$ cat src/rtl/adc_cap_pkg.sv
package adc_cap_pkg;

    typedef enum logic [2:0] {
        ST_IDLE,
        ST_CAL,
        ST_CALW,
        ST_ACQ,
        ST_GUARD,
        ST_HI,
        ST_LO
    } cap_st_e;

    function automatic int max_of2(input int a, input int b);
        return (a > b) ? a : b;
    endfunction

endpackage

$ cat src/rtl/adc_cap_shift.sv
module adc_cap_shift #(
    parameter int DATA_W = 16
) (
    input  logic              clk,
    input  logic              rst_n,
    input  logic              clr_i,
    input  logic              cap_i,
    input  logic              bit_i,
    output logic [DATA_W-1:0] data_o,
    output logic              valid_o
);
    localparam int NW = $clog2(DATA_W);
    localparam logic [NW-1:0] LAST = NW'(DATA_W - 1);

    typedef struct packed {
        logic [DATA_W-1:0] sh;
        logic [NW-1:0]     cnt;
        logic [DATA_W-1:0] data;
        logic              valid;
    } sh_t;

    sh_t q, d;

    always_comb begin
        d = q;
        d.valid = 1'b0;
        if (clr_i) begin
            d.cnt = '0;
        end else if (cap_i) begin
            d.sh  = {q.sh[DATA_W-2:0], bit_i};
            d.cnt = q.cnt + 1'b1;
            if (q.cnt == LAST) begin
                d.data  = {q.sh[DATA_W-2:0], bit_i};
                d.valid = 1'b1;
                d.cnt   = '0;
            end
        end
    end

    always_ff @(posedge clk) begin
        if (!rst_n) q <= '0;
        else        q <= d;
    end

    assign data_o  = q.data;
    assign valid_o = q.valid;

    AST_ONE_SHOT_VALID: assert property (@(posedge clk) disable iff (!rst_n)
        valid_o |=> !valid_o);
    AST_VALID_NEEDS_CAP: assert property (@(posedge clk) disable iff (!rst_n)
        $rose(valid_o) |-> $past(cap_i));

endmodule

$ cat src/rtl/adc_cap_ctrl.sv
module adc_cap_ctrl
    import adc_cap_pkg::*;
#(
    parameter int DATA_W     = 16,
    parameter int CLK_NS     = 4,
    parameter int MIN_PER_NS = 480,
    parameter int ACQ_CYC    = 150,
    parameter int GUARD_CYC  = 4,
    parameter int HI_CYC     = 61,
    parameter int LO_CYC     = 61,
    parameter int SLOW_CYC   = 200,
    parameter int CAL_CYC    = 16
) (
    input  logic              clk,
    input  logic              rst_n,
    input  logic              start_i,
    input  logic              cont_i,
    input  logic              cal_req_i,
    input  logic              busy_i,
    input  logic              sdata_i,
    output logic              sample_o,
    output logic              cclk_o,
    output logic              cal_o,
    output logic [DATA_W-1:0] data_o,
    output logic              valid_o
);
    localparam int NPULSE = DATA_W + 1;
    localparam int PW     = $clog2(NPULSE + 1);
    localparam int MAXC   = max_of2(max_of2(max_of2(ACQ_CYC, GUARD_CYC), max_of2(HI_CYC, LO_CYC)),
                                    max_of2(SLOW_CYC, CAL_CYC));
    localparam int CW     = $clog2(MAXC + 2);

    localparam logic [CW-1:0] ACQ_LAST = CW'(ACQ_CYC - 1);
    localparam logic [CW-1:0] GRD_LAST = CW'(GUARD_CYC - 1);
    localparam logic [CW-1:0] HI_LAST  = CW'(HI_CYC - 1);
    localparam logic [CW-1:0] LO_LAST  = CW'(LO_CYC - 1);
    localparam logic [CW-1:0] CAL_LAST = CW'(CAL_CYC - 1);
    localparam logic [PW-1:0] P_LAST   = PW'(NPULSE);
    localparam logic [PW-1:0] P_CAP0   = PW'(2);

    generate
        if ((HI_CYC + LO_CYC) * CLK_NS <= MIN_PER_NS) begin : g_bad_period
            $error("conversion clock period too short");
        end
        if (GUARD_CYC + (NPULSE - 1) * (HI_CYC + LO_CYC) < SLOW_CYC) begin : g_bad_low
            $error("sample low time cannot be met");
        end
    endgenerate

    typedef struct packed {
        cap_st_e       st;
        logic [CW-1:0] tmr;
        logic [CW-1:0] acq;
        logic [PW-1:0] pcnt;
        logic          sample;
        logic          cclk;
        logic          cal;
        logic          pend_start;
        logic          pend_cal;
    } ctl_t;

    ctl_t q, d;
    logic cap_s, clr_s;

    always_comb begin
        d     = q;
        cap_s = 1'b0;
        clr_s = 1'b0;
        d.tmr = q.tmr + 1'b1;
        d.acq = !q.sample ? '0 : ((q.acq == '1) ? q.acq : q.acq + 1'b1);
        if (q.st != ST_IDLE && start_i)   d.pend_start = 1'b1;
        if (q.st != ST_IDLE && cal_req_i) d.pend_cal   = 1'b1;
        unique case (q.st)
            ST_IDLE: begin
                if (cal_req_i || q.pend_cal) begin
                    d.st = ST_CAL; d.cal = 1'b1; d.tmr = '0; d.pend_cal = 1'b0;
                end else if (start_i || q.pend_start) begin
                    d.st = ST_ACQ; d.sample = 1'b1; d.pend_start = 1'b0;
                end
            end
            ST_CAL: begin
                if (q.tmr == CAL_LAST) begin
                    d.st = ST_CALW; d.cal = 1'b0;
                end
            end
            ST_CALW: begin
                if (!busy_i) d.st = ST_IDLE;
            end
            ST_ACQ: begin
                if (q.acq >= ACQ_LAST) begin
                    d.st = ST_GUARD; d.sample = 1'b0; d.tmr = '0;
                end
            end
            ST_GUARD: begin
                if (q.tmr == GRD_LAST) begin
                    d.st = ST_HI; d.cclk = 1'b1; d.tmr = '0; d.pcnt = PW'(1);
                    clr_s = 1'b1;
                end
            end
            ST_HI: begin
                if (q.tmr == HI_LAST) begin
                    d.st = ST_LO; d.cclk = 1'b0; d.tmr = '0;
                    cap_s = (q.pcnt >= P_CAP0);
                end
            end
            ST_LO: begin
                if (q.tmr == LO_LAST) begin
                    d.tmr = '0;
                    if (q.pcnt != P_LAST) begin
                        d.st = ST_HI; d.cclk = 1'b1; d.pcnt = q.pcnt + 1'b1;
                        if (q.pcnt + 1'b1 == P_LAST && cont_i) begin
                            d.sample = 1'b1; d.pend_start = 1'b0;
                        end
                    end else if (q.sample) begin
                        if (q.acq >= ACQ_LAST) begin
                            d.st = ST_GUARD; d.sample = 1'b0;
                        end else begin
                            d.st = ST_ACQ;
                        end
                    end else if (q.pend_cal) begin
                        d.st = ST_CAL; d.cal = 1'b1; d.pend_cal = 1'b0;
                    end else if (start_i || q.pend_start) begin
                        d.st = ST_ACQ; d.sample = 1'b1; d.pend_start = 1'b0;
                    end else begin
                        d.st = ST_IDLE;
                    end
                end
            end
            default: d.st = ST_IDLE;
        endcase
    end

    always_ff @(posedge clk) begin
        if (!rst_n) q <= '0;
        else        q <= d;
    end

    assign sample_o = q.sample;
    assign cclk_o   = q.cclk;
    assign cal_o    = q.cal;

    adc_cap_shift #(.DATA_W(DATA_W)) u_shift (
        .clk     (clk),
        .rst_n   (rst_n),
        .clr_i   (clr_s),
        .cap_i   (cap_s),
        .bit_i   (sdata_i),
        .data_o  (data_o),
        .valid_o (valid_o)
    );

    // Checker-side counters, observed only by the assertions below.
    logic [CW-1:0] low_q;
    logic [PW-1:0] rises_q;
    logic          prev_s_q, prev_c_q, had_fall_q;
    logic          fall_now, rise_now;

    assign fall_now = prev_s_q && !sample_o;
    assign rise_now = !prev_c_q && cclk_o;

    always_ff @(posedge clk) begin
        if (!rst_n) begin
            low_q <= '0; rises_q <= '0; prev_s_q <= 1'b0; prev_c_q <= 1'b0; had_fall_q <= 1'b0;
        end else begin
            prev_s_q   <= sample_o;
            prev_c_q   <= cclk_o;
            low_q      <= sample_o ? '0 : ((low_q == '1) ? low_q : low_q + 1'b1);
            rises_q    <= fall_now ? '0 : rises_q + PW'(rise_now);
            had_fall_q <= had_fall_q | fall_now;
        end
    end

    AST_CLK_QUIET_IN_ACQ: assert property (@(posedge clk) disable iff (!rst_n)
        (sample_o && cclk_o) |-> (q.pcnt == P_LAST));
    AST_GUARD_WAIT: assert property (@(posedge clk) disable iff (!rst_n)
        ($rose(cclk_o) && q.pcnt == PW'(1)) |-> (low_q >= CW'(GUARD_CYC)));
    AST_SEVENTEEN: assert property (@(posedge clk) disable iff (!rst_n)
        ($fell(sample_o) && had_fall_q) |-> (rises_q == P_LAST));
    AST_MIN_LOW: assert property (@(posedge clk) disable iff (!rst_n)
        ($rose(sample_o) && had_fall_q) |-> (low_q >= CW'(SLOW_CYC)));
    AST_CAL_HOLD: assert property (@(posedge clk) disable iff (!rst_n)
        (q.st == ST_CALW && busy_i) |=> !sample_o);
    AST_CAL_EXCL: assert property (@(posedge clk) disable iff (!rst_n)
        cal_o |-> (!sample_o && !cclk_o));

endmodule

$ cat config.mk
export PLATFORM = sky130hd
export DESIGN_NAME = adc_cap_ctrl
export DESIGN_NICKNAME = d
export VERILOG_FILES = /design/src/rtl/adc_cap_pkg.sv /design/src/rtl/adc_cap_shift.sv /design/src/rtl/adc_cap_ctrl.sv
export SDC_FILE = /design/constraint.sdc
export NUM_CORES = 1
export LEC_CHECK = 0
export ABC_AREA = 1
export BUFFER_PORTS_ARGS = -buffer_cell sky130_fd_sc_hd__buf_2
export CAP_MARGIN = 25
export CORE_MARGIN = 3
export CORE_UTILIZATION = 40
export DETAILED_ROUTE_END_ITERATION = 12
export SLEW_MARGIN = 25
export SYNTH_ARGS = -nofsm -noshare
export SYNTH_HDL_FRONTEND = slang
export SYNTH_SLANG_ARGS = --single-unit
$ cat constraint.sdc
create_clock -name clk -period 4.7 [get_ports clk]
set_input_delay 0.235 -clock clk [delete_from_list [all_inputs] [get_ports clk]]
set_output_delay 0.235 -clock clk [all_outputs]
set_load 0.01 [all_outputs]
# --- Word level (Yosys, flattened, before mapping) ---
# Index checks and enable logic that the tools add are counted.
# W data, S select, Z words.
classes:
  n_shift: 0
  multipliers: 0
  n_bitwise: 3
  order_cmp: 2
  reduce_logical: 21
  eq_ne: 28
  add_sub_neg: 4
  muxes: 56
  n_div: 0
ops:
  columns: ["op", "count"]
  rows:
  - ["$mux W11", 4]
  - ["$pmux W8 S5", 1]
  - ["$mux W1", 30]
  - ["$mux W3", 9]
  - ["$ne A2 B2 Y1 const B", 13]
  - ["$mux W21", 1]
  - ["$pmux W3 S7", 1]
  - ["$add A8 B1 Y8 const B", 2]
  - ["$reduce_and A7 Y1", 2]
  - ["$reduce_bool A3 Y1", 4]
  - ["$mux W10", 1]
  - ["$mux W5", 2]
  - ["$pmux W5 S2", 1]
  - ["$eq A3 B3 Y1 const B", 3]
  - ["$pmux W1 S3", 3]
  - ["$eq A8 B2 Y1 const B", 1]
  - ["$eq A8 B4 Y1 const B", 1]
  - ["$eq A8 B6 Y1 const B", 1]
  - ["$eq A8 B8 Y1 const B", 1]
  - ["$ge A8 B8 Y1 const B", 1]
  - ["$mux W8", 1]
  - ["$eq A3 B2 Y1 const B", 2]
  - ["$ne A3 B3 Y1 const B", 2]
  - ["$reduce_and A6 Y1", 1]
  - ["20 further kinds", 26]
word_totals:
  ram_bits: 0
  mem_count: 0
  word_cells: 127
  regBits: 65
  latchBits: 0
  input_bits: 7
  rom_bits: 0

# --- Logic depth before layout (Yosys ltp) ---
# Gate-level depths: netlist of run 1.
logic_depth:
  ltp_word: 9
  ltp_mapped: 15

# --- Hierarchy ---
# Synthesis of run 1 repeated with hierarchy kept, for this count alone.
unflattened:
  cells_unflattened: 469
  area_unflattened_um2: 3410.8
modules_own_cells:
  columns: ["module", "cells_per_inst", "n_inst", "area_per_inst_um2", "seq_area_each_um2"]
  rows:
  - ["adc_cap_ctrl", 297, 1, 1968.1, 580.6]
  - ["adc_cap_shift", 172, 1, 1442.6, 720.7]

# --- Worst setup path before layout of run 1 ---
# OpenSTA, ideal clock, no wires.
synth_timing:
  path_kind: "flip-flop to flip-flop"
  startpoint: "register q[5] (netlist name)"
  endpoint: "register u_shift.q, in the netlist u_shift.data_o[10]"
  synth_period_minus_slack_ns: 1.568
  n_path_buf: 1
  setup_ns: 0.070
  arrival_time_ns: 1.498
  slack_ns: 3.132
  path_stages_with_launch: 9
  required_ns: 4.630
  cell_sequence: "dfxtp_1 > inv_1 > ha_1 > nor2_1 > nand3_1 > nand4_4 > clkbuf_1 > nand2_1 > a21oi_1"
synth_between:
  elab_chain_len: 4
synth_lines:
  columns: ["element", "line_no", "text"]
  rows:
  - ["start: declaration", "adc_cap_ctrl.sv:62", "ctl_t q, d;"]
  - ["start signal: assignment", "adc_cap_ctrl.sv:134", "if (!rst_n) q <= '0;"]
  - ["start signal: assignment", "adc_cap_ctrl.sv:135", "else q <= d;"]
  - ["$ge A5 B2 Y1", "adc_cap_ctrl.sv:103", "cap_s = (q.pcnt >= P_CAP0);"]
  - ["$mux W1", "adc_cap_ctrl.sv:101", "if (q.tmr == HI_LAST) begin"]
  - ["$mux W1", "adc_cap_ctrl.sv:73", "unique case (q.st)"]
  - ["$reduce_and A3 Y1 (no line)", null, null]
  - ["end signal: assignment", "adc_cap_shift.sv:41", "if (!rst_n) q <= '0;"]
  - ["end signal: assignment", "adc_cap_shift.sv:42", "else q <= d;"]
  - ["end: declaration", "adc_cap_shift.sv:22", "sh_t q, d;"]
# No other way between the ends.
# A chain may end at the register's enable or synchronous reset.

# --- Worst setup path in the final report of run 1 ---
layout_timing:
  startpoint: "register q[5] (netlist name)"
  endpoint: "register u_shift.q[22] (netlist name)"
layout_between:
  elab_chain_len: 4
layout_lines:
  columns: ["element", "line_no"]
  rows:
  - ["$ge A5 B2 Y1", "adc_cap_ctrl.sv:103"]
  - ["$mux W1", "adc_cap_ctrl.sv:101"]
  - ["$mux W1", "adc_cap_ctrl.sv:73"]
  - ["$reduce_and A2 Y1 (no line)", null]
# No other way between the ends.

==> results of run 1 <==
==> layout make-up <==
| cell class | instances | area, sq um |
|---|---|---|
| inverters | 56 | 210 |
| flip-flops and latches | 65 | 1300 |
| clock inverters | 6 | 67.6 |
| fillers | 824 | 4280 |
| well taps | 102 | 128 |
| multi-input cells | 328 | 1630 |
| repair buffers | 27 | 138 |
| clock buffers | 10 | 128 |
==> registers in the layout, summed over array words and instances (netlist names) <==
register and cells:
cal_o 1, cclk_o 1, q 26, sample_o 1, u_shift.data_o 16, u_shift.q 19, u_shift.valid_o 1
==> per-stage QoR <==
stage	hold WS (ns)	utilization [%]	instances	cell area, sq um	setup slack (ns)
final	0.197	45.7	594	3600	2.78
after global routing	0.185	45.7	594	3600	2.53
after CTS	0.174	45.7	594	3600	2.76
after detailed placement	0.438	43.2	578	3410	2.77
after global placement	0.430	43.2	578	3410	2.83
after floorplan	0.378	-	475	3330	3.13
==> final timing paths <==
check / end / cells past startpoint / start
min: u_shift.data_o[0]$_SDFFE_PN0P_ / 3 / sdata_i
max: u_shift.q[22]$_SDFFE_PN0P_ / 8 / q[5]$_SDFFE_PN0P_
min reg2reg: cclk_o$_SDFFE_PN0P_ / 2 / cclk_o$_SDFFE_PN0P_
max reg2reg: u_shift.q[22]$_SDFFE_PN0P_ / 8 / q[5]$_SDFFE_PN0P_
==> logic make-up (layout without fill, tap and decap cells) <==
group	after synthesis	count (layout)	synth area share, %
AOI/OAI and AO/OA	80	80	12.8
adders and majority gates	10	10	3.76
xor gates and xnor gates	9	9	2.37
buffers and inverters	82	99	11.8
and+or+nand+nor	229	229	30.1
DFF	65	65	39.1
==> Yosys cell counts (all sizes together) (4+ instances only) <==
cell type	count	area share (%)
a21oi	50	7.7
inv	56	6.3
nor3	9	1.5
nand2	139	16
nor2	50	6.8
o211ai	4	0.90
xor2	8	2.1
nand4	5	1.6
buf	20	4.8
clkbuf	6	0.68
ha	10	3.8
nand3	25	3.9
o21ai	22	3.3
dfxtp	65	39
==> power by group <==
part	switching (uW)	total [uW]	internal, uW
Sequential	30.9	611	580
Combinational	186	283	96.7
Clock	230	477	247
Total	447	1370	923
==> critical path, stage by stage (launching register included) <==
cell	delay, ns
dfxtp_1	0.43
inv_1	0.11
ha_1	0.21
nor2_1	0.08
nand3_1	0.15
nand2_2	0.37
inv_2	0.21
o21ai_0	0.18
a21oi_1	0.05
==> per-layer routing <==
metal / GRT usage, % / routed length (microns)
met5: 0 / 0
met4: 5.75 / 53
met3: 4.52 / 261
met2: 23.8 / 3060
met1: 20.2 / 3460
==> qor.csv, run 1 <==
stage,metric,value,unit
global_route,antenna violations before repair,0,
sta,Worst slew margin,72.2,%
sta,Setup TNS,0,ns
synth,YS warnings,0,
detailed_routing,Routed Wire Length,6840,microns
detailed_routing,drt wl/cell,11.5,microns
clock_tree,"Reg clk slew, reported paths",0.08,ns
power_and_ir_drop,leakage,0.00155,uW
clock_tree,clk sink count,65,
floorplanning,DIE AREA,9450,sq um
critical_path,Worst Path Required,4.93,ns
cells_and_area,"commonest cells after routing, fill and taps aside","nand2_1, dfxtp_1, inv_1, a21oi_1, nor2_1",
clock_tree,post-cts repair resize count,0,
cells_and_area,"commonest non-fill, non-tap cell in the layout",nand2_1,
global_route,vias in the first global route,2681,
clock_tree,Post-CTS Setup Bufs,0,
sta,Worst Skew,0.00983,ns
power_and_ir_drop,peak supply drop,0.171,mV
sta,Fmax,522,MHz
clock_tree,clock buffer count from CTS,9,
sta,Worst Tran Pin Value,0.416,ns
sta,period utilization,40.8,%
critical_path,FF-to-FF setup slack,2.78,ns
cells_and_area,layout cell share with drive strength beyond 1,13.6,%
clock_tree,CTS tree,built,
sta,# setup viols final,0,
synth,Synth Area per Inst,7.01,sq um
floorplanning,Core ar.,7890,sq um
sta,RSZ-0062 raised after global routing,false,
detailed_routing,initial DRC count,126,
floorplanning,total I/O pin count,27,
detailed_routing,DRC,0,
critical_path,crit-path max FO,21,
detailed_routing,DR vias,2880,
detailed_routing,Detailed Routing Iterations Pass 1,5,
synth,Synth Cell Area,3330,sq um
global_route,GRT Util Overall,15.4,%
synth,gate count of the mapped netlist,475,
global_route,global route overflow,0,
cells_and_area,Nets,504,
clock_tree,clk_lat worst skew,0.34,ns
sta,fin crit period,1.92,ns
floorplanning,effective utilization at floorplan,42.2,%
synth,number of synthesized register bits,65,
placement,dpl hpwl,4970,microns
synth,sequential fraction of the synthesis area,39.1,%
placement,# port buffers,26,
detailed_routing,Vias/cell,4.85,
synth,number of flops mapped to enable cells by yosys,0,
cells_and_area,# diodes,0,
synth,"Net Count, Synth",492,
synth,Post-synth ARST share,0,%
run_status,status,"complete, no violations",
critical_path,CP Data Arrival Time,2.14,ns
synth,"Top FF cell, synth",dfxtp_1,
sta,Max Slew Vio Count,0,
clock_tree,H-tree depth,3,
job,max-cap viol count,0,
clock_tree,Post-CTS Hold Fix Bufs,0,
global_route,pin count of the biggest net entering global routing,31,
power_and_ir_drop,Pwr per Cell Area,380,nW/um^2
min_path,hold crit path type,input pin to flip-flop,
global_route,first-pass GRT wire length,12100,microns
sta,Fin. Hold Viols,0,
synth,"Distinct cells, synth",30,
detailed_routing,post-route ant nets,0,
floorplanning,height of the chip,97.2,microns
critical_path,CP Class,flip-flop to flip-flop,
critical_path,Startpoint Class,flip-flop,
clock_tree,CTS Buffer Depth,2,
clock_tree,clock root buffer,clkbuf_8,
critical_path,CP endpoint kind,flip-flop,
floorplanning,Rows,32,
placement,gpl congestion,0.894,
cells_and_area,area grow syn2layout,8.31,%
floorplanning,width of the die,97.2,microns
power_and_ir_drop,total power,1370,uW
Note: power is estimated with default switching activity, not from simulation.
==> inputs of run 2 (changes only) <==
--- a/config.mk
+++ b/config.mk
@@ -5,7 +5,7 @@
 export SDC_FILE = /design/constraint.sdc
 export NUM_CORES = 1
 export LEC_CHECK = 0
-export ABC_AREA = 1
+export ABC_AREA = 0
 export BUFFER_PORTS_ARGS = -buffer_cell sky130_fd_sc_hd__buf_2
 export CAP_MARGIN = 25
 export CORE_MARGIN = 3
==> constraint.sdc (replaced) <==
create_clock -name clk -period 1.9 [get_ports clk]
set_input_delay 0.095 -clock clk [delete_from_list [all_inputs] [get_ports clk]]
set_output_delay 0.095 -clock clk [all_outputs]
set_load 0.01 [all_outputs]
==> run 2 against run 1 <==
Compared with the run above: design area rose by 6.1%; clock power rose to 2.8 times the previous value; sequential cell count did not move; largest power group unchanged; combinational power rose by 130%; register-to-register slack got worse by 2.7 ns; highest routed layer unchanged.
==> qor.csv, run 2 <==
stage,metric,value,unit
run_status,status,"complete, no violations",
clock_tree,clock buffer count from CTS,9,
critical_path,Worst Path Required,2.16,ns
synth,Post-synth ARST share,0,%
placement,dpl hpwl,4750,microns
cells_and_area,max reg flops,26,
sta,Max Slew Vio Count,0,
cells_and_area,Top reg by flops,q,
sta,# setup viols final,0,
floorplanning,Core ar.,7770,sq um
critical_path,CP Class,flip-flop to flip-flop,
synth,cell type with the largest total area after synthesis,dfxtp_1,
cells_and_area,area grow syn2layout,18.8,%
global_route,GRT Util Overall,16.1,%
detailed_routing,Vias/cell,5.05,
min_path,worst hold stages,2,
sta,Worst Skew,0.00646,ns
power_and_ir_drop,leakage,0.00147,uW
synth,area share of and/or/nand/nor cells after synthesis,27.3,%
sta,period utilization,97.5,%
critical_path,CP Cell Sequence,ha_1 > xor2_1 > a211oi_2 > a21oi_1 > nor4_2 > o21ai_0 > a41oi_1,
floorplanning,total I/O pin count,27,
clock_tree,clk_lat worst skew,0.35,ns
global_route,first-pass GRT wire length,11500,microns
cells_and_area,"commonest non-fill, non-tap cell in the layout",nand2_1,
sta,Worst Tran Pin Value,0.558,ns
detailed_routing,post-route ant nets,0,
global_route,global route overflow,0,
global_route,vias in the first global route,2537,
critical_path,CP Data Arrival Time,2.12,ns
synth,XOR/XNOR Fraction of Synth Area,4.08,%
synth,Synth Cell Area,3220,sq um
placement,Post-DP Area,3480,sq um
sta,Fin. Hold Viols,0,
placement,Post-Place Cells,520,
power_and_ir_drop,Pwr per Cell Area,916,nW/um^2
synth,sequential fraction of the synthesis area,40.4,%
global_route,antenna violations before repair,0,
synth,main combinational cell family by area after synthesis,simple AND/OR/NAND/NOR gates,
floorplanning,DIE AREA,9170,sq um
synth,most used standard cell by instance count after synthesis,nand2_1,
power_and_ir_drop,total power,3510,uW
synth,Post-synth top cells,"nand2_1, dfxtp_1, a21oi_1",
detailed_routing,drt wl/cell,13.1,microns
cells_and_area,# diodes,0,
sta,fin crit period,1.85,ns
clock_tree,"Reg clk slew, reported paths",0.07,ns
min_path,hold crit path type,input pin to flip-flop,
detailed_routing,DRC,0,
cells_and_area,Nets,450,
job,max-cap viol count,0,
cells_and_area,FILL cells,783,
placement,gpl congestion,0.897,
critical_path,Crit path largest cell delay,0.36,ns
critical_path,CP endpoint kind,flip-flop,
synth,Compound-Gate Fraction of Synth Area,15.0,%
synth,number of flops mapped to enable cells by yosys,0,
synth,Synth Area per Inst,8.03,sq um
critical_path,R2R depth,7,
sta,RSZ-0062 raised after global routing,true,
cells_and_area,"commonest cells after routing, fill and taps aside","nand2_1, dfxtp_1, a21oi_1, nor2_1, buf_2",
synth,"Distinct cells, synth",57,
sta,Worst slew margin,62.6,%
global_route,pin count of the biggest net entering global routing,30,
sta,Fmax,540,MHz
synth,YS warnings,0,
clock_tree,clk sink count,65,
detailed_routing,DR vias,2726,
detailed_routing,initial DRC count,98,
cells_and_area,layout cell share with drive strength beyond 1,22.4,%
synth,"Net Count, Synth",418,
critical_path,crit-path max FO,4,
detailed_routing,Routed Wire Length,7080,microns
clock_tree,clock root buffer,clkbuf_8,
clock_tree,H-tree depth,3,
sta,Setup TNS,0,ns
cells_and_area,fin cells,540,
synth,gate count of the mapped netlist,401,
synth,"Top FF cell, synth",dfxtp_1,
detailed_routing,Detailed Routing Iterations Pass 1,4,
floorplanning,effective utilization at floorplan,41.5,%
synth,Adder-Cell Fraction of Synth Area,3.88,%
synth,number of synthesized register bits,65,
synth,Synth area leaders,"dfxtp_1, nand2_1, a21oi_1",
critical_path,Startpoint Class,flip-flop,
placement,# port buffers,26,
clock_tree,CTS Buffer Depth,2,
floorplanning,width of the die,95.7,microns
synth,post-synthesis mux area share,0.971,%
critical_path,slowest cell on the critical path,dfxtp_4,
floorplanning,height of the chip,95.7,microns
clock_tree,CTS tree,built,
cells_and_area,final instance area,3830,sq um
synth,Synth top area share,40.4,%
floorplanning,Rows,32,
cells_and_area,final core utilization,49.3,%
power_and_ir_drop,peak supply drop,0.532,mV
[run 2: cell types whose count changed in the layout (fill, tap and decap cells not counted), sizes merged, moves of 8 or more]
| cell | change |
|---|---|
| buf | +27 |
| inv | -46 |
| nand2 | -55 |
| nand3 | -13 |
| nor2 | -16 |
| o21ai | -8 |
[run 2: layer usage]
| layer | GRT usage [%] | wire (microns) | part of all wire (%) | vias to the layer above |
|---|---|---|---|---|
| met4 | 6.40 | 109 | 1.5 | 0 |
| met5 | 0 | 0 | 0 | - |
| met3 | 4.46 | 309 | 4.4 | 10 |
| met2 | 26.7 | 3330 | 47 | 45 |
| li1 | - | - | - | 1424 |
| met1 | 19.7 | 3330 | 47 | 1247 |
[run 2: final timing paths]
path | slack, ns | to | from
setup / recovery | 0.05 | sample_o$_SDFFE_PN0P_ | q[5]$_SDFFE_PN0P_
hold / removal | 0.09 | cal_o$_SDFFE_PN0P_ | rst_n
setup reg to reg | 0.05 | sample_o$_SDFFE_PN0P_ | q[5]$_SDFFE_PN0P_
hold reg to reg | 0.45 | u_shift.data_o[9]$_SDFFE_PN0P_ | u_shift.data_o[9]$_SDFFE_PN0P_
[run 2: cell families (layout without fill, tap and decap cells)]
family	Yosys count	count (layout)
simple gates	180	180
compound gates	82	82
flops	65	65
buf+inv	46	83
xor+xnor	15	15
fa+ha+maj	10	10
mux	3	3
[run 2: power by group]
group / switching [uW] / internal [uW] / total, uW
combinational: 356 / 293 / 649
sequential: 78.2 / 1430 / 1510
clock: 576 / 776 / 1350
[run 2: metrics by stage]
| stage | hold WS, ns | setup slack (ns) |
|---|---|---|
| after floorplan | 0.217 | 0.0255 |
| after global placement | 0.357 | -0.00353 |
| after detailed placement | 0.365 | -0.0477 |
| after CTS | 0.0802 | 0.0192 |
| after global routing | 0.0782 | -0.124 |
| final | 0.0918 | 0.0472 |
[run 2: area by class of cell]
class                   instances  area (sq um)  area share [%]
clock buffers                  10           138            3.60
inverters                      11          41.3            1.08
flip-flops and latches         65          1310            34.3
repair buffers                 56           413            10.8
well taps                     102           128            3.34
clock inverters                 6          88.8            2.32
multi-input cells             290          1710            44.6
[run 2: worst max-delay path, delay by kind of cell, from the launching register on]
family	cells	cell delay [ns]
flip-flops	1	0.36
AND/OR/NAND/NOR	1	0.35
AO/OA/AOI/OAI	4	0.66
adder cells (fa/ha/maj)	1	0.24
XOR/XNOR	1	0.17
[run 2: timing repair]
action | in CTS | in global routing
pin swaps | 4 | 5
gates resized for setup | 5 | 17
buffers inserted | 1 | 1
hold buffers | 1 | 0
setup endpoints to repair | 19 | 43
gates cloned | 0 | 1
endpoints found under the hold margin | 2 | 0
==> inputs of run 3 (changes only) <==
--- a/config.mk
+++ b/config.mk
@@ -5,12 +5,13 @@
 export SDC_FILE = /design/constraint.sdc
 export NUM_CORES = 1
 export LEC_CHECK = 0
-export ABC_AREA = 0
+export ABC_AREA = 1
 export BUFFER_PORTS_ARGS = -buffer_cell sky130_fd_sc_hd__buf_2
 export CAP_MARGIN = 25
 export CORE_MARGIN = 3
 export CORE_UTILIZATION = 40
 export DETAILED_ROUTE_END_ITERATION = 12
+export PLACE_DENSITY = 0.55
 export SLEW_MARGIN = 25
 export SYNTH_ARGS = -nofsm -noshare
 export SYNTH_HDL_FRONTEND = slang
==> run 3 against run 2 <==
Compared with the run above: fmax is 8.7% higher; hold slack got worse by 0.062 ns; sequential power is essentially flat; non-clock buffer count is 21 lower.
==> qor.csv, run 3 (synthesized netlist as in run 1, its figures left out) <==
stage,metric,value,unit
power_and_ir_drop,total power,3260,uW
power_and_ir_drop,sequential share of power,46.5,%
global_route,vias in the first global route,2629,
run_status,status,"complete, no violations",
job,max-cap viol count,0,
sta,Max Slew Vio Count,0,
detailed_routing,Detailed Routing Iterations Pass 1,5,
clock_tree,H-tree depth,3,
global_route,met3 Use GR,4.59,%
sta,Setup TNS,0,ns
sta,RSZ-0062 raised after global routing,false,
detailed_routing,DRC,0,
global_route,met2 Resource Use GR,23.4,%
floorplanning,total I/O pin count,27,
cells_and_area,layout cell share with drive strength beyond 1,15.0,%
critical_path,Worst Path Required,2.13,ns
clock_tree,CTS Buffer Depth,2,
min_path,worst hold stages,3,
placement,Post-Place Cells,586,
sta,Fin. Hold Viols,0,
cells_and_area,Nets,512,
power_and_ir_drop,leakage,0.00158,uW
clock_tree,clk_lat worst skew,0.34,ns
clock_tree,clk sink count,65,
sta,final hold slack,0.0296,ns
detailed_routing,DR vias,2883,
cells_and_area,"commonest non-fill, non-tap cell in the layout",nand2_1,
clock_tree,post-cts repair resize count,0,
detailed_routing,Vias/cell,4.79,
sta,# setup viols final,0,
global_route,antenna violations before repair,0,
sta,period utilization,89.7,%
critical_path,CP Class,flip-flop to flip-flop,
floorplanning,Core ar.,7890,sq um
detailed_routing,drt wl/cell,11.8,microns
sta,Fmax,587,MHz
clock_tree,CTS tree,built,
placement,dpl hpwl,5230,microns
clock_tree,"Reg clk slew, reported paths",0.08,ns
critical_path,CP Data Arrival Time,1.94,ns
floorplanning,effective utilization at floorplan,42.2,%
cells_and_area,max reg flops,26,
global_route,first-pass GRT wire length,12100,microns
sta,Worst Tran Pin Value,0.403,ns
detailed_routing,Routed Wire Length,7090,microns
floorplanning,DIE AREA,9450,sq um
detailed_routing,initial DRC count,191,
cells_and_area,Top reg by flops,q,
power_and_ir_drop,Sw Share,33.9,%
critical_path,Startpoint Class,flip-flop,
critical_path,R2R depth,8,
cells_and_area,area grow syn2layout,9.36,%
cells_and_area,fin cells,602,
power_and_ir_drop,peak supply drop,0.492,mV
global_route,GRT Util Overall,15.4,%
sta,Worst slew margin,72.8,%
power_and_ir_drop,combinational power share,21.9,%
min_path,hold crit path type,input pin to flip-flop,
cells_and_area,# diodes,0,
cells_and_area,final core utilization,46.1,%
detailed_routing,post-route ant nets,0,
global_route,met1 Usage GRT,21.0,%
sta,Worst Skew,0.00910,ns
placement,# port buffers,26,
sta,fin crit period,1.70,ns
critical_path,crit-path max FO,16,
global_route,GRT busiest layer,met2,
cells_and_area,"commonest cells after routing, fill and taps aside","nand2_1, dfxtp_1, inv_1, a21oi_1, nor2_1",
clock_tree,Post-CTS Setup Bufs,0,
clock_tree,Post-CTS Hold Fix Bufs,0,
global_route,global route overflow,0,
power_and_ir_drop,internal power,2150,uW
placement,gpl congestion,0.914,
clock_tree,clock root buffer,clkbuf_8,
critical_path,CP endpoint kind,flip-flop,
floorplanning,height of the chip,97.2,microns
power_and_ir_drop,switching power,1110,uW
power_and_ir_drop,Pwr per Cell Area,895,nW/um^2
global_route,pin count of the biggest net entering global routing,21,
clock_tree,clock buffer count from CTS,9,
floorplanning,width of the die,97.2,microns
power_and_ir_drop,clock share of power,31.7,%
floorplanning,Rows,32,
[run 3: changes by cell type in the layout (fill, tap and decap cells not counted), sizes merged, moves of 8 or more]
cell	before	now
nand2	84	139
buf	54	35
nand3	12	25
inv	11	57
o21ai	14	22
nor2	34	50
[run 3: worst paths after layout]
kind	start	endpoint	slack [ns]
max	q[5]$_SDFFE_PN0P_	u_shift.q[22]$_SDFFE_PN0P_	0.20
min	rst_n	sample_o$_SDFFE_PN0P_	0.03
max reg2reg	q[5]$_SDFFE_PN0P_	u_shift.q[22]$_SDFFE_PN0P_	0.20
min reg2reg	cclk_o$_SDFFE_PN0P_	cclk_o$_SDFFE_PN0P_	0.45
[run 3: stage by stage]
stage / cell area (sq um) / setup slack (ns)
floorplan: 3330 / 0.332
detailed placement: 3470 / 0.195
CTS: 3640 / 0.200
global placement: 3470 / 0.247
finish: 3640 / 0.195
global route: 3640 / 0.000000666
[run 3: area by class of cell]
class,instances,area (sq um)
Clock buffer,10,128
Clock inverter,6,42.5
Fill cell,812,4250
Inverter,56,210
Multi-Input combinational cell,328,1630
Sequential cell,65,1300
Tap cell,102,128
Timing Repair Buffer,35,198
[run 3: worst max-delay path, stage by stage, from the launching register on]
cell and delay (ns):
dfxtp_1 0.42, inv_1 0.11, ha_1 0.20, nor2_1 0.08
nand3_1 0.17, nand2_2 0.22, inv_2 0.16, o21ai_0 0.18
a21oi_1 0.05
[run 3: layer usage]
| layer | wire length, microns | part of all wire [%] | vias up |
|---|---|---|---|
| met1 | 3550 | 50 | 1270 |
| met5 | 0 | 0 | - |
| met3 | 385 | 5.4 | 9 |
| met2 | 3060 | 43 | 68 |
| met4 | 94 | 1.3 | 0 |
| li1 | - | - | 1536 |
[run 3: power groups by stage]
stage	combinational, uW	sequential, uW	clock (uW)
after floorplan	537	1540	0
after global placement	713	1540	0
after detailed placement	708	1550	0
after CTS	711	1510	1080
after global routing	840	1530	1140
final	712	1510	1030
